**config.mk**
```make
export PLATFORM = sky130hd
export DESIGN_NAME = stx_idle_tx
export DESIGN_NICKNAME = d
export VERILOG_FILES = /design/src/rtl/stx_pkg.sv /design/src/rtl/stx_fill_counter.sv /design/src/rtl/stx_line_coder.sv /design/src/rtl/stx_sequencer.sv /design/src/rtl/stx_idle_tx.sv
export SDC_FILE = /design/constraint.sdc
export NUM_CORES = 1
export LEC_CHECK = 0
export ABC_AREA = 1
export BUFFER_PORTS_ARGS = -buffer_cell sky130_fd_sc_hd__buf_4
export CAP_MARGIN = 20
export CORE_MARGIN = 2
export CORE_UTILIZATION = 49
export DETAILED_ROUTE_END_ITERATION = 8
export GPL_ROUTABILITY_DRIVEN = 1
export PLACE_DENSITY = 0.75
export SLEW_MARGIN = 20
export SYNTH_ARGS = -nofsm -noshare
export SYNTH_HDL_FRONTEND = slang
export SYNTH_SLANG_ARGS = --single-unit
```
**constraint.sdc**
```tcl
create_clock -name clk -period 1.3 [get_ports clk]
set_input_delay 0.065 -clock clk [delete_from_list [all_inputs] [get_ports clk]]
set_output_delay 0.065 -clock clk [all_outputs]
set_load 0.05 [all_outputs]
```
**src/rtl/stx_pkg.sv**
```systemverilog
// Package: shared types for the synchronous transmit idle filler.
// Assumes: nothing beyond standard SystemVerilog.
package stx_pkg;

    // Sequencer states: between messages, one-bit RTS lead, message bytes
    typedef enum logic [1:0] {
        ST_IDLE = 2'd0,
        ST_LEAD = 2'd1,
        ST_DATA = 2'd2
    } stx_state_e;

endpackage

```
**src/rtl/stx_fill_counter.sv**
```systemverilog
// Module: stx_fill_counter
// Counts consecutive ones-fill bits sent, saturating at SAT_VAL, and clears
// on any bit that is not ones fill.
// Assumes: fill_one is only meaningful in cycles where bit_en is high.
module stx_fill_counter #(
    parameter int SAT_VAL = 17,
    parameter int CNT_W   = $clog2(SAT_VAL + 1)
) (
    input  logic             clk,
    input  logic             rst_n,
    input  logic             bit_en,
    input  logic             fill_one,
    output logic [CNT_W-1:0] ones_cnt
);

    localparam logic [CNT_W-1:0] SAT_CODE = CNT_W'(SAT_VAL);

    // Saturating run-length count of fill ones
    always_ff @(posedge clk) begin
        if (!rst_n) begin
            ones_cnt <= '0;
        end else if (bit_en) begin
            if (!fill_one) begin
                ones_cnt <= '0;
            end else if (ones_cnt != SAT_CODE) begin
                ones_cnt <= ones_cnt + 1'b1;
            end
        end
    end

endmodule

```
**src/rtl/stx_line_coder.sv**
```systemverilog
// Module: stx_line_coder
// Registers the outgoing bit onto the line, either as a plain level or as an
// inverted transition code (a zero flips the line, a one holds it).
// Assumes: raw_bit is valid in every cycle where bit_en is high.
module stx_line_coder (
    input  logic clk,
    input  logic rst_n,
    input  logic bit_en,
    input  logic nrzi_en,
    input  logic raw_bit,
    output logic line_out
);

    // Line level register; high out of reset
    always_ff @(posedge clk) begin
        if (!rst_n) begin
            line_out <= 1'b1;
        end else if (bit_en) begin
            if (nrzi_en) begin
                line_out <= raw_bit ? line_out : ~line_out;
            end else begin
                line_out <= raw_bit;
            end
        end
    end

endmodule

```
**src/rtl/stx_sequencer.sv**
```systemverilog
// Module: stx_sequencer
// Chooses the next bit to send: a message byte, a sync character of the idle
// pair, or a fill one. It shifts characters out LSB first, tracks the half of
// the sync pair in progress and owns the RTS register for ones-fill mode.
// Assumes: the source keeps msg_valid high until msg_ready; a missing byte at
// a character boundary inside a message ends that message.
module stx_sequencer
    import stx_pkg::*;
#(
    parameter int CHAR_W   = 8,
    parameter int MIN_ONES = 17,
    parameter int CNT_W    = $clog2(MIN_ONES + 1)
) (
    input  logic              clk,
    input  logic              rst_n,
    input  logic              bit_en,
    input  logic              fill_sync,
    input  logic [CHAR_W-1:0] sync_a,
    input  logic [CHAR_W-1:0] sync_b,
    input  logic              msg_valid,
    input  logic [CHAR_W-1:0] msg_data,
    input  logic              msg_last,
    input  logic [CNT_W-1:0]  ones_cnt,
    output logic              raw_bit,
    output logic              fill_one,
    output logic              rts_q,
    output logic              msg_ready
);

    localparam int               LEFT_W    = (CHAR_W > 2) ? $clog2(CHAR_W) : 1;
    localparam logic [LEFT_W-1:0] LEFT_FULL = LEFT_W'(CHAR_W - 1);
    localparam logic [CNT_W-1:0]  LEAD_AT   = CNT_W'(MIN_ONES - 1);

    stx_state_e        state_q, state_n;
    logic [CHAR_W-1:0] shreg_q, shreg_n;
    logic [LEFT_W-1:0] left_q, left_n;
    logic              end_q, end_n;
    logic              phase_q, phase_n;
    logic              rts_n;
    logic              take;

    // Next-bit selection and next-state logic for one enabled bit time
    always_comb begin
        state_n  = state_q;
        shreg_n  = shreg_q;
        left_n   = left_q;
        end_n    = end_q;
        phase_n  = phase_q;
        rts_n    = rts_q;
        raw_bit  = 1'b1;
        fill_one = 1'b0;
        take     = 1'b0;
        if (left_q != '0) begin
            raw_bit = shreg_q[0];
            shreg_n = shreg_q >> 1;
            left_n  = left_q - 1'b1;
        end else begin
            unique case (state_q)
                ST_IDLE: begin
                    if (fill_sync) begin
                        if (!phase_q && msg_valid) begin
                            take = 1'b1;
                        end else begin
                            raw_bit = phase_q ? sync_b[0] : sync_a[0];
                            shreg_n = (phase_q ? sync_b : sync_a) >> 1;
                            left_n  = LEFT_FULL;
                            phase_n = ~phase_q;
                        end
                    end else begin
                        fill_one = 1'b1;
                        phase_n  = 1'b0;
                        rts_n    = 1'b0;
                        if (msg_valid && ones_cnt >= LEAD_AT) begin
                            rts_n   = 1'b1;
                            state_n = ST_LEAD;
                        end
                    end
                end
                ST_LEAD: begin
                    if (msg_valid) begin
                        take = 1'b1;
                    end else begin
                        fill_one = 1'b1;
                    end
                end
                ST_DATA: begin
                    if (!end_q && msg_valid) begin
                        take = 1'b1;
                    end else begin
                        state_n = ST_IDLE;
                        if (fill_sync) begin
                            raw_bit = sync_a[0];
                            shreg_n = sync_a >> 1;
                            left_n  = LEFT_FULL;
                            phase_n = 1'b1;
                        end else begin
                            fill_one = 1'b1;
                            phase_n  = 1'b0;
                            rts_n    = 1'b0;
                        end
                    end
                end
                default: state_n = ST_IDLE;
            endcase
            if (take) begin
                raw_bit = msg_data[0];
                shreg_n = msg_data >> 1;
                left_n  = LEFT_FULL;
                end_n   = msg_last;
                rts_n   = 1'b1;
                state_n = ST_DATA;
            end
        end
    end

    // Handshake strobe: byte consumed in this enabled bit time
    assign msg_ready = bit_en & take;

    // Sequencer registers advance once per enabled bit time
    always_ff @(posedge clk) begin
        if (!rst_n) begin
            state_q <= ST_IDLE;
            shreg_q <= '0;
            left_q  <= '0;
            end_q   <= 1'b0;
            phase_q <= 1'b0;
            rts_q   <= 1'b0;
        end else if (bit_en) begin
            state_q <= state_n;
            shreg_q <= shreg_n;
            left_q  <= left_n;
            end_q   <= end_n;
            phase_q <= phase_n;
            rts_q   <= rts_n;
        end
    end

endmodule

```
**src/rtl/stx_idle_tx.sv**
```systemverilog
// Module: stx_idle_tx (top)
// Synchronous transmitter back end: serializes message bytes, fills gaps with
// ones or sync pairs, drives request-to-send and codes the line.
// Assumes: one bit per cycle with bit_en high; the mode inputs change only
// between messages.
module stx_idle_tx #(
    parameter int CHAR_W   = 8,
    parameter int MIN_ONES = 17
) (
    input  logic              clk,
    input  logic              rst_n,
    input  logic              bit_en,
    input  logic              fill_sync,
    input  logic              nrzi_en,
    input  logic [CHAR_W-1:0] sync_a,
    input  logic [CHAR_W-1:0] sync_b,
    input  logic              msg_valid,
    input  logic [CHAR_W-1:0] msg_data,
    input  logic              msg_last,
    output logic              msg_ready,
    output logic              line_out,
    output logic              rts_out
);

    localparam int CNT_W = $clog2(MIN_ONES + 1);

    logic [CNT_W-1:0] ones_cnt;
    logic             raw_bit;
    logic             fill_one;
    logic             rts_q;

    stx_sequencer #(
        .CHAR_W  (CHAR_W),
        .MIN_ONES(MIN_ONES),
        .CNT_W   (CNT_W)
    ) u_seq (
        .clk      (clk),
        .rst_n    (rst_n),
        .bit_en   (bit_en),
        .fill_sync(fill_sync),
        .sync_a   (sync_a),
        .sync_b   (sync_b),
        .msg_valid(msg_valid),
        .msg_data (msg_data),
        .msg_last (msg_last),
        .ones_cnt (ones_cnt),
        .raw_bit  (raw_bit),
        .fill_one (fill_one),
        .rts_q    (rts_q),
        .msg_ready(msg_ready)
    );

    stx_fill_counter #(
        .SAT_VAL(MIN_ONES),
        .CNT_W  (CNT_W)
    ) u_cnt (
        .clk     (clk),
        .rst_n   (rst_n),
        .bit_en  (bit_en),
        .fill_one(fill_one),
        .ones_cnt(ones_cnt)
    );

    stx_line_coder u_coder (
        .clk     (clk),
        .rst_n   (rst_n),
        .bit_en  (bit_en),
        .nrzi_en (nrzi_en),
        .raw_bit (raw_bit),
        .line_out(line_out)
    );

    // Sync-pair fill keeps RTS up; ones fill uses the sequencer's register
    assign rts_out = fill_sync | rts_q;

endmodule

```
==> results.ini, run 1 <==
[floorplan]
start_util = 0.5236
die_h_um = 61.82
io_pins = 34
row_count = 20
die_w_um = 61.82
core_mm2 = 0.003128
dieArea_mm2 = 0.003821

[synth]
synth_async_sr_flop_share = 0
ys_seq_area_frac = 0.2567
syn_area_per_cell_um2 = 5.767
synth_flop_cell = dfxtp_1
synthCells = 284
synth_warnings = 0
yosys-top-cells-count = nand2_1, nor2_1, inv_1, dfxtp_1, nand3_1
yosysTopAreaCellShare = 0.2567
yosysMostFrequentCell = nand2_1
synth_area_leaders = dfxtp_1, nand2_1, nor2_1, inv_1, nand3_1
ys_ff_latch = 21
syn_nets = 319
synth_cell_types = 27
synth_top_cell_by_area = dfxtp_1
netlist_area_mm2 = 0.001638
synth_edf_count = 0

[clock_network]
htreeDepth = 1
cts_root_buf = clkbuf_4
cts_tree = built
cts.sinks = 21
cts_made_buffers = 3
cts.path.max_buffers = 2
clk_pin_slew_ns = 0.13
clock_latency_ns = 0.31

[layout]
drive_gt1_frac = 0.3582
antenna_cells = 0
instances_no_fill = 393
nets = 385
area_growth_pct = 47.06
final_util = 0.7700

[sta]
worst_pin_slew_ns = 0.3033
fmax_mhz = 690.3
setup_viol = 17
finalCritPeriodShare = 1.114
final.setup_skew_ns = 0.006107
fin_hold_ws_ns = 0.04786
layout_setup_ws_ns = -0.1486
max_slew_margin = 0.7976
drv_slew = 0
rsz0062_at_grt = yes
finalCriticalPeriod_ns = 1.449
hold_violations = 0

[outcome]
violations = negative setup slack
outcome = complete, but fails checks

[worst_setup_path]
max_stage_delay_ns = 0.42
slowest_stage = dfxtp_4
path_cells = inv_4 > nor2_4 > nand2_2 > nand3_4 > nand2_4 > clkinvlp_4 > buf_8
path_class = flip-flop to primary output
crit_path_end_kind = primary output
path_max_fanout = 5
startpoint_type = flip-flop
arrival_ns = 1.38
crit_family = flip-flops
crit_buf_inv = 3
worstPathRequired_ns = 1.24

[drt]
first_pass_iters = 4
dr_total_vias = 1943
drtIter0Drc = 139
wl_per_cell_um = 11.53
ant_nets = 0
wl_um = 4530
via_per_inst = 4.944
drc = 0

[placed_design]
port_buffers = 33
place_congestion = 0.8342
hpwl_um = 3040
dpl.cell_count = 379
dp_slack_ns = -0.2134

[global_routing]
grt_pass1_wl_um = 7003
grt_antenna_before_repair = 0
grt_usage = 0.2421
grt_max_degree = 16
grt_pass1_vias = 1707
grt.overflow.total = 0

[power_and_ir_drop]
peakVddDrop_mv = 0.7130
powerDensity_mw_per_mm2 = 954.9
power_leakage_nw = 1.264
power_mw = 2.300

[job]
drv_cap = 0

[hold_path]
hold_path.class = primary input to flip-flop

-- power breakdown --
| part | internal [mW] | switching [mW] | leakage [nW] |
|---|---|---|---|
| registers | 0.716 | 0.0574 | 0.175 |
| logic | 0.534 | 0.663 | 1.07 |
| clock network | 0.120 | 0.209 | 0.0150 |
| total | 1.37 | 0.929 | 1.26 |
-- path summary, 6_finish.rpt --
kind,start,end,slack (ns),cells after the start
min,rst_n,u_coder.line_out,0.05,2
max,u_seq.state_q[1],msg_ready,-0.15,7
max reg2reg,u_seq.state_q[1],u_seq.shreg_q[0],-0.14,10
min reg2reg,u_cnt.ones_cnt[1],u_cnt.ones_cnt[1],0.50,2
-- cell usage in the layout (no fill, tap or decap), types with 4 or more instances in the layout --
cell,synthesis,layout
o21ai_1,0,4
inv_2,6,5
nand2_4,0,8
dfxtp_1,21,16
nor2_2,4,6
nand3_1,19,17
inv_4,0,4
inv_1,37,33
nor2_4,2,6
nand2_2,6,9
nand2_1,95,85
nor2_1,41,36
a21oi_1,18,15
buf_4,1,60
-- layout make-up --
class                      instances  area (um2)
fill                             248       719.4
timing repair buffer              66       529.3
tap                               44       55.05
multi-input combinational        215        1191
inverter                          43       175.2
sequential                        21       431.7
clock buffer                       4       26.28
-- state kept, by name, summed over array words and instances, names as in the netlist --
register          cells
u_seq.left_q          3
u_seq.shreg_q         7
u_seq.rts_q           1
u_cnt.ones_cnt        5
u_seq.state_q         2
u_seq.phase_q         1
u_coder.line_out      1
u_seq.end_q           1
-- cells by family after synthesis --
kind of cell,Yosys count,share of synthesized area
fa+ha+maj,4,0.03056
mux,1,0.006112
compound gates,28,0.09091
buf+inv,50,0.1276
xor+xnor,2,0.01070
simple gates,178,0.4775
flops,21,0.2567
-- metrics by stage --
step	instance area [um2]	TNS (ns)
finish	2409	-1.280
floorplan	1679	0
global placement	2131	-2.910
detailed placement	2131	-3.394
global route	2409	-2.870
CTS	2297	-1.257
-- what timing repair did --
item | CTS | global route
hold buffers | 0 | 1
resized for setup | 25 | 25
endpoints found under the setup margin | 22 | 22
gates cloned | 1 | 1
pin swaps | 5 | 16
buffers inserted | 5 | 3
hold endpoints to repair | 0 | 1
-- metal layers --
metal,wire [um],vias to the layer above,global-route usage
li1,-,1011,-
met1,1872,878,0.2780
met2,2377,46,0.4496
met3,209,8,0.05176
met4,70,0,0.06687
met5,0,-,0
(Power assumes the default switching activity.)
==> inputs of run 2 (changes only) <==
Clock period 1.3 ns to 1.2 ns, I/O delays scaled along.
==> results.ini, run 2 (synthesis gave the netlist of run 1 again) <==
[clock_network]
hold_buffers = 0  ; unchanged
clk_pin_slew_ns = 0.12  ; about the same
cts_tree = built
htreeDepth = 1  ; unchanged
cts.path.max_buffers = 2  ; unchanged
cts_made_buffers = 3  ; unchanged
clock_latency_ns = 0.31  ; about the same
cts_root_buf = clkbuf_4
cts.sinks = 21  ; unchanged

[drt]
via_per_inst = 5.220  ; +5.6%
wl_um = 5766  ; +27%
drc = 0  ; unchanged
first_pass_iters = 4  ; unchanged
drtIter0Drc = 160  ; +15%
ant_nets = 0  ; unchanged
dr_total_vias = 2088  ; +7.5%
wl_per_cell_um = 14.42  ; +25%

[layout]
largest_reg_flops = 7  ; unchanged
antenna_cells = 0  ; unchanged
final_cell_mix = nand2_1, buf_4, nor2_1
final_common_cell = nand2_1
instances_no_fill = 400  ; +1.8%
drive_gt1_frac = 0.4354  ; +0.07723
reg_top3 = u_seq.shreg_q (7), u_cnt.ones_cnt (5), u_seq.left_q (3)
final_area_mm2 = 0.002635  ; +9.4%
area_growth_pct = 60.89
nets = 392  ; +1.8%
top_register = u_seq.shreg_q

[placed_design]
hpwl_um = 3108  ; +2.3%
dpl.cell_count = 378  ; -0.26%
port_buffers = 33  ; unchanged
place_congestion = 0.9017  ; +8.1%
place_area_mm2 = 0.002140  ; +0.41%

[job]
drv_cap = 0  ; unchanged

[floorplan]
die_w_um = 61.82  ; unchanged
core_mm2 = 0.003128  ; unchanged
die_h_um = 61.82  ; unchanged
io_pins = 34  ; unchanged
row_count = 20  ; unchanged
dieArea_mm2 = 0.003821  ; unchanged
start_util = 0.5236  ; unchanged

[worst_setup_path]
arrival_ns = 1.47  ; +0.09 ns
reg2reg_from = u_seq.state_q[0]
rr_endpoint = u_seq.state_q[1]
path_max_fanout = 3  ; -2
startpoint_type = flip-flop
crit_path_end_kind = primary output
path_class = flip-flop to primary output
worstPathRequired_ns = 1.14  ; -0.10 ns
reg2reg_depth = 10  ; unchanged
rrSetupSlack_ns = -0.30  ; -0.16 ns

[power_and_ir_drop]
peakVddDrop_mv = 0.7875  ; +10%
p_comb_frac = 0.565  ; +0.044
p_seq_frac = 0.304  ; -0.032
p_sw_mw = 1.152  ; +24%
power.internal_mw = 1.583  ; +15%
p_sw_frac = 0.4212  ; +0.01710
powerDensity_mw_per_mm2 = 1038  ; +8.7%
clockPowerShare = 0.131  ; -0.012
power_leakage_nw = 1.345  ; +6.4%

[sta]
worst_pin_slew_ns = 0.3044  ; +0.001106 ns
final.setup_skew_ns = 0.007333  ; +0.001226 ns
drv_slew = 0  ; unchanged
finalCritPeriodShare = 1.272
finalCriticalPeriod_ns = 1.526
fmax_mhz = 655.2
final.setup.tns_ns = -4.816  ; -3.536 ns
setup_viol = 22  ; +5
layout_setup_ws_ns = -0.3262  ; -0.1776 ns
rsz0062_at_grt = yes
max_slew_margin = 0.7957  ; -0.001876
hold_violations = 0  ; unchanged

[global_routing]
grt_use_met1 = 0.3128  ; +0.03483
met2_usage = 0.4902  ; +0.04060
grt.overflow.total = 0  ; unchanged
grt_antenna_before_repair = 0  ; unchanged
grt_max_degree = 16  ; unchanged
grt_usage = 0.2706  ; +0.02849
use_met3 = 0.05176  ; unchanged
grt.busiest_layer = met2
grt_pass1_wl_um = 7810  ; +12%
grt_pass1_vias = 1873  ; +9.7%

[hold_path]
min_to = u_coder.line_out
hold_path.class = primary input to flip-flop
worstHoldStart = rst_n
hold_depth = 2  ; unchanged

[outcome]
violations = negative setup slack
outcome = complete, but fails checks

==> run 2: cell types whose count changed in the layout (fill, tap and decap cells not counted), moves of 3 or more <==
| cell | previous run | this run |
|---|---|---|
| buf_6 | 3 | 11 |
| a21oi_2 | 3 | 9 |
| nand2_1 | 85 | 79 |
| a21oi_1 | 15 | 10 |
| nand2_2 | 9 | 14 |
| nand3_1 | 17 | 12 |
| nand3_2 | 3 | 7 |
| nor2_1 | 36 | 33 |
| nor2_4 | 6 | 9 |
| o21ai_1 | 4 | 1 |
==> run 2: power groups by stage <==
stage | sequential (mW) | clock [mW] | combinational [mW]
floorplan | 0.849 | 0 | 0.715
global placement | 0.841 | 0 | 1.05
finish | 0.831 | 0.358 | 1.55
detailed placement | 0.844 | 0 | 1.08
CTS | 0.831 | 0.362 | 1.28
global route | 0.840 | 0.375 | 1.66
==> run 2: worst max path at each step <==
stage	from	to	cells past startpoint
finish	u_seq.phase_q	msg_ready	6
global route	u_seq.phase_q	u_seq.end_q	7
CTS	u_seq.left_q[0]	msg_ready	7
detailed placement	u_seq.state_q[0]	u_seq.end_q	6
global placement	u_seq.state_q[0]	u_seq.shreg_q[5]	9
floorplan	u_seq.state_q[0]	u_seq.shreg_q[4]	11
==> run 2: final cells by class <==
| type | instances | area, um2 |
|---|---|---|
| Clock buffer | 4 | 26.28 |
| Fill cell | 189 | 493.0 |
| Inverter | 43 | 177.7 |
| Multi-Input combinational cell | 215 | 1306 |
| Sequential cell | 21 | 430.4 |
| Tap cell | 44 | 55.05 |
| Timing Repair Buffer | 73 | 639.4 |
==> run 2: what timing repair did <==
item	in CTS	in global routing
gates cloned	2	1
resized for setup	44	37
setup buffers	10	6
endpoints found under the hold margin	0	0
pin swaps	12	27
endpoints found under the setup margin	22	23
==> run 2: critical path, stage by stage, from the launching register on <==
cell	delay [ns]
dfxtp_1	0.37
nor2_2	0.24
nand3_4	0.15
nand3_4	0.11
nand2_4	0.06
clkinvlp_4	0.07
buf_8	0.14
==> run 2: per-stage QoR <==
| stage | worst slack, ns | util | hold slack, ns | total power [mW] |
|---|---|---|---|---|
| 2_1_floorplan | -0.09823 | - | 0.1815 | 1.564 |
| 3_3_place_gp | -0.3126 | 0.6840 | 0.3478 | 1.896 |
| 3_5_place_dp | -0.3709 | 0.6840 | 0.3577 | 1.920 |
| 4_1_cts | -0.2516 | 0.7772 | 0.02716 | 2.477 |
| 5_1_grt | -0.4465 | 0.8424 | 0.03669 | 2.875 |
| 6_report | -0.3262 | 0.8424 | 0.04467 | 2.735 |
==> run 2: metal layers <==
metal,vias up,routed length (um)
met5,-,0
met3,29,275
met2,85,3008
met1,955,2232
li1,1019,-
met4,0,250
==> inputs of run 3 (changes only) <==
Settings changed: ABC_AREA 1 to 0, CORE_UTILIZATION 49 to 48, SYNTH_HIERARCHICAL from default to 1.
==> results.ini, run 3 <==
[layout]
area_growth_pct = 49.83
largest_reg_flops = 7  ; unchanged
final_cell_mix = buf_4, dfxtp_1, nand2_1
nets = 271  ; -31%
top_register = u_seq/shreg_q
drive_gt1_frac = 0.5234  ; +0.08801
reg_top3 = u_seq/shreg_q (7), u_cnt/ones_cnt (5), u_seq/left_q (3)
antenna_cells = 0  ; unchanged
final_common_cell = buf_4

[worst_setup_path]
arrival_ns = 2.00  ; +0.53 ns
startpoint_type = flip-flop
path_max_fanout = 3  ; unchanged
path_class = flip-flop to flip-flop
slowest_stage = dfxtp_2
max_stage_delay_ns = 0.35  ; -0.02 ns
worstPathRequired_ns = 1.41  ; +0.27 ns
path_cells = and2b_2 > buf_6 > nand2b_4 > and2_4 > mux2i_1 > o21ai_1 > or2b_1 > o32a_1
crit_path_end_kind = flip-flop

[placed_design]
port_buffers = 33  ; unchanged
dp_slack_ns = -0.6037  ; -0.2328 ns
hpwl_um = 3087  ; -0.68%
place_congestion = 0.9071  ; +0.60%

[global_routing]
grt_antenna_before_repair = 0  ; unchanged
grt.overflow.total = 0  ; unchanged
grt_pass1_wl_um = 6672  ; -15%
grt_max_degree = 14  ; -2
grt_pass1_vias = 1470  ; -22%
grt_usage = 0.2463  ; -0.02427

[sta]
hold_violations = 0  ; unchanged
rsz0062_at_grt = yes
max_slew_margin = 0.6020  ; -0.1937
final.setup_skew_ns = 0.005178  ; -0.002155 ns
fmax_mhz = 558.7  ; -15%
drv_slew = 0  ; unchanged
finalCritPeriodShare = 1.491  ; +0.2197
worst_pin_slew_ns = 0.5963  ; +0.2919 ns
layout_setup_ws_ns = -0.5898  ; -0.2636 ns
setup_viol = 22  ; unchanged
fin_hold_ws_ns = 0.04178  ; -0.002890 ns
finalCriticalPeriod_ns = 1.790  ; +0.2636 ns

[power_and_ir_drop]
p_sw_frac = 0.3556  ; -0.06559
clockPowerShare = 0.162  ; +0.031
powerDensity_mw_per_mm2 = 996.1  ; -4.0%
p_comb_frac = 0.471  ; -0.094
power_leakage_nw = 1.001  ; -26%
power.internal_mw = 1.434  ; -9.4%
p_sw_mw = 0.7916  ; -31%
p_seq_frac = 0.367  ; +0.063
peakVddDrop_mv = 0.6521  ; -17%

[outcome]
outcome = complete, but fails checks
violations = negative setup slack

[floorplan]
row_count = 20  ; unchanged
start_util = 0.4967  ; -0.02693
io_pins = 34  ; unchanged
dieArea_mm2 = 0.003569  ; -6.6%
die_w_um = 59.74  ; -3.4%
die_h_um = 59.74  ; -3.4%
core_mm2 = 0.003003  ; -4.0%

[clock_network]
cts_tree = built
htreeDepth = 1  ; unchanged
cts.path.max_buffers = 2  ; unchanged
cts.sinks = 21  ; unchanged
clock_latency_ns = 0.31  ; about the same
cts_made_buffers = 3  ; unchanged
cts_root_buf = clkbuf_4
clk_pin_slew_ns = 0.13  ; about the same

[drt]
wl_um = 4174  ; -28%
ant_nets = 0  ; unchanged
via_per_inst = 5.705  ; +9.3%
drtIter0Drc = 73  ; -54%
first_pass_iters = 5  ; +1
drc = 0  ; unchanged
wl_per_cell_um = 15.57  ; +8.0%
dr_total_vias = 1529  ; -27%

[synth]
synth_flop_cell = dfxtp_1
synth_top_cell_by_area = dfxtp_1
synth_edf_count = 0  ; unchanged
ys_ff_latch = 21  ; unchanged
synth_area_leaders = dfxtp_1, a311oi_2, mux2i_1, a21oi_1, nand2_1
synth_async_sr_flop_share = 0  ; unchanged
yosysMostFrequentCell = dfxtp_1
syn_area_per_cell_um2 = 8.878  ; +54%
netlist_area_mm2 = 0.001491  ; -8.9%
yosys-top-cells-count = dfxtp_1, a21oi_1, nand2_1, nor2_1, mux2i_1
syn_nets = 203  ; -36%
synth_warnings = 6  ; +6
ys_seq_area_frac = 0.2819  ; +0.02519
synth_cell_types = 52  ; +93%
synthCells = 168  ; -41%
yosysTopAreaCellShare = 0.2819  ; +0.02519

[hold_path]
hold_path.class = primary input to flip-flop

[job]
drv_cap = 0  ; unchanged

## run 3: changes by cell type after synthesis, sizes merged, moves of 6 or more
| cell | change |
|---|---|
| a211o | +6 |
| inv | -36 |
| mux2i | +7 |
| nand3 | -20 |
| a311oi | +9 |
| nand2 | -86 |
| nor2 | -32 |
## run 3: power groups by stage
stage / combinational, mW / sequential [mW] / clock, mW
final: 1.05 / 0.817 / 0.361
after CTS: 1.01 / 0.814 / 0.368
after global placement: 0.898 / 0.824 / 0
after floorplan: 0.581 / 0.852 / 0
after global routing: 1.12 / 0.824 / 0.398
after detailed placement: 0.930 / 0.829 / 0
## run 3: path summary, 6_finish.rpt
check | from | cells past startpoint | end | slack, ns
setup reg to reg | u_seq/end_q | 8 | u_coder/line_out | -0.59
hold / removal | rst_n | 2 | u_cnt/ones_cnt[4] | 0.04
setup / recovery | u_seq/end_q | 8 | u_coder/line_out | -0.59
hold reg to reg | u_seq/shreg_q[5] | 2 | u_seq/shreg_q[4] | 0.52
## run 3: metrics by stage
stage | utilization | power [mW] | instances | cell area [um2] | setup TNS, ns
final | 0.7442 | 2.226 | 268 | 2235 | -9.532
after global placement | 0.6829 | 1.722 | 256 | 2051 | -7.425
after global routing | 0.7442 | 2.343 | 268 | 2235 | -11.01
after floorplan | - | 1.434 | 168 | 1580 | -6.730
after CTS | 0.7288 | 2.193 | 265 | 2188 | -9.461
after detailed placement | 0.6829 | 1.760 | 256 | 2051 | -8.103
## run 3: cell type report
class | count | area [um2]
sequential | 21 | 432.9
inverter | 7 | 26.28
timing repair buffer | 71 | 608.1
tap | 33 | 41.29
fill | 217 | 768.2
clock buffer | 4 | 26.28
multi-input combinational | 132 | 1100
## run 3: repair_timing
action                                 in CTS  in global routing
buffers inserted                            3                  3
resized for setup                          14                  6
gates cloned                                1                  0
setup endpoints to repair                  22                 22
endpoints found under the hold margin       1                  0
pin swaps                                   7                  5
hold buffers                                1                  0
## run 3: per-layer routing
layer | routed length, um | track usage | vias to the layer above
li1 | - | - | 762
met1 | 1802 | 0.3197 | 743
met2 | 2249 | 0.4317 | 20
met3 | 94 | 0.03247 | 4
met4 | 27 | 0.05397 | 0
met5 | 0 | 0 | -
## run 3: logic make-up (layout without fill, tap and decap cells)
logic type,after synthesis,after routing,synth area share
simple gates,64,64,0.2492
compound gates,54,54,0.3012
flops,21,21,0.2819
buf+inv,15,82,0.06292
mux,10,10,0.07131
fa+ha+maj,4,4,0.03356
## run 3: critical path: cells and delay by family, from the launching register on
kind / cells / cell delay, ns
AO/OA/AOI/OAI: 2 / 0.38
multiplexers: 1 / 0.17
flip-flops: 1 / 0.35
AND/OR/NAND/NOR: 4 / 0.67
buffers and inverters: 1 / 0.12
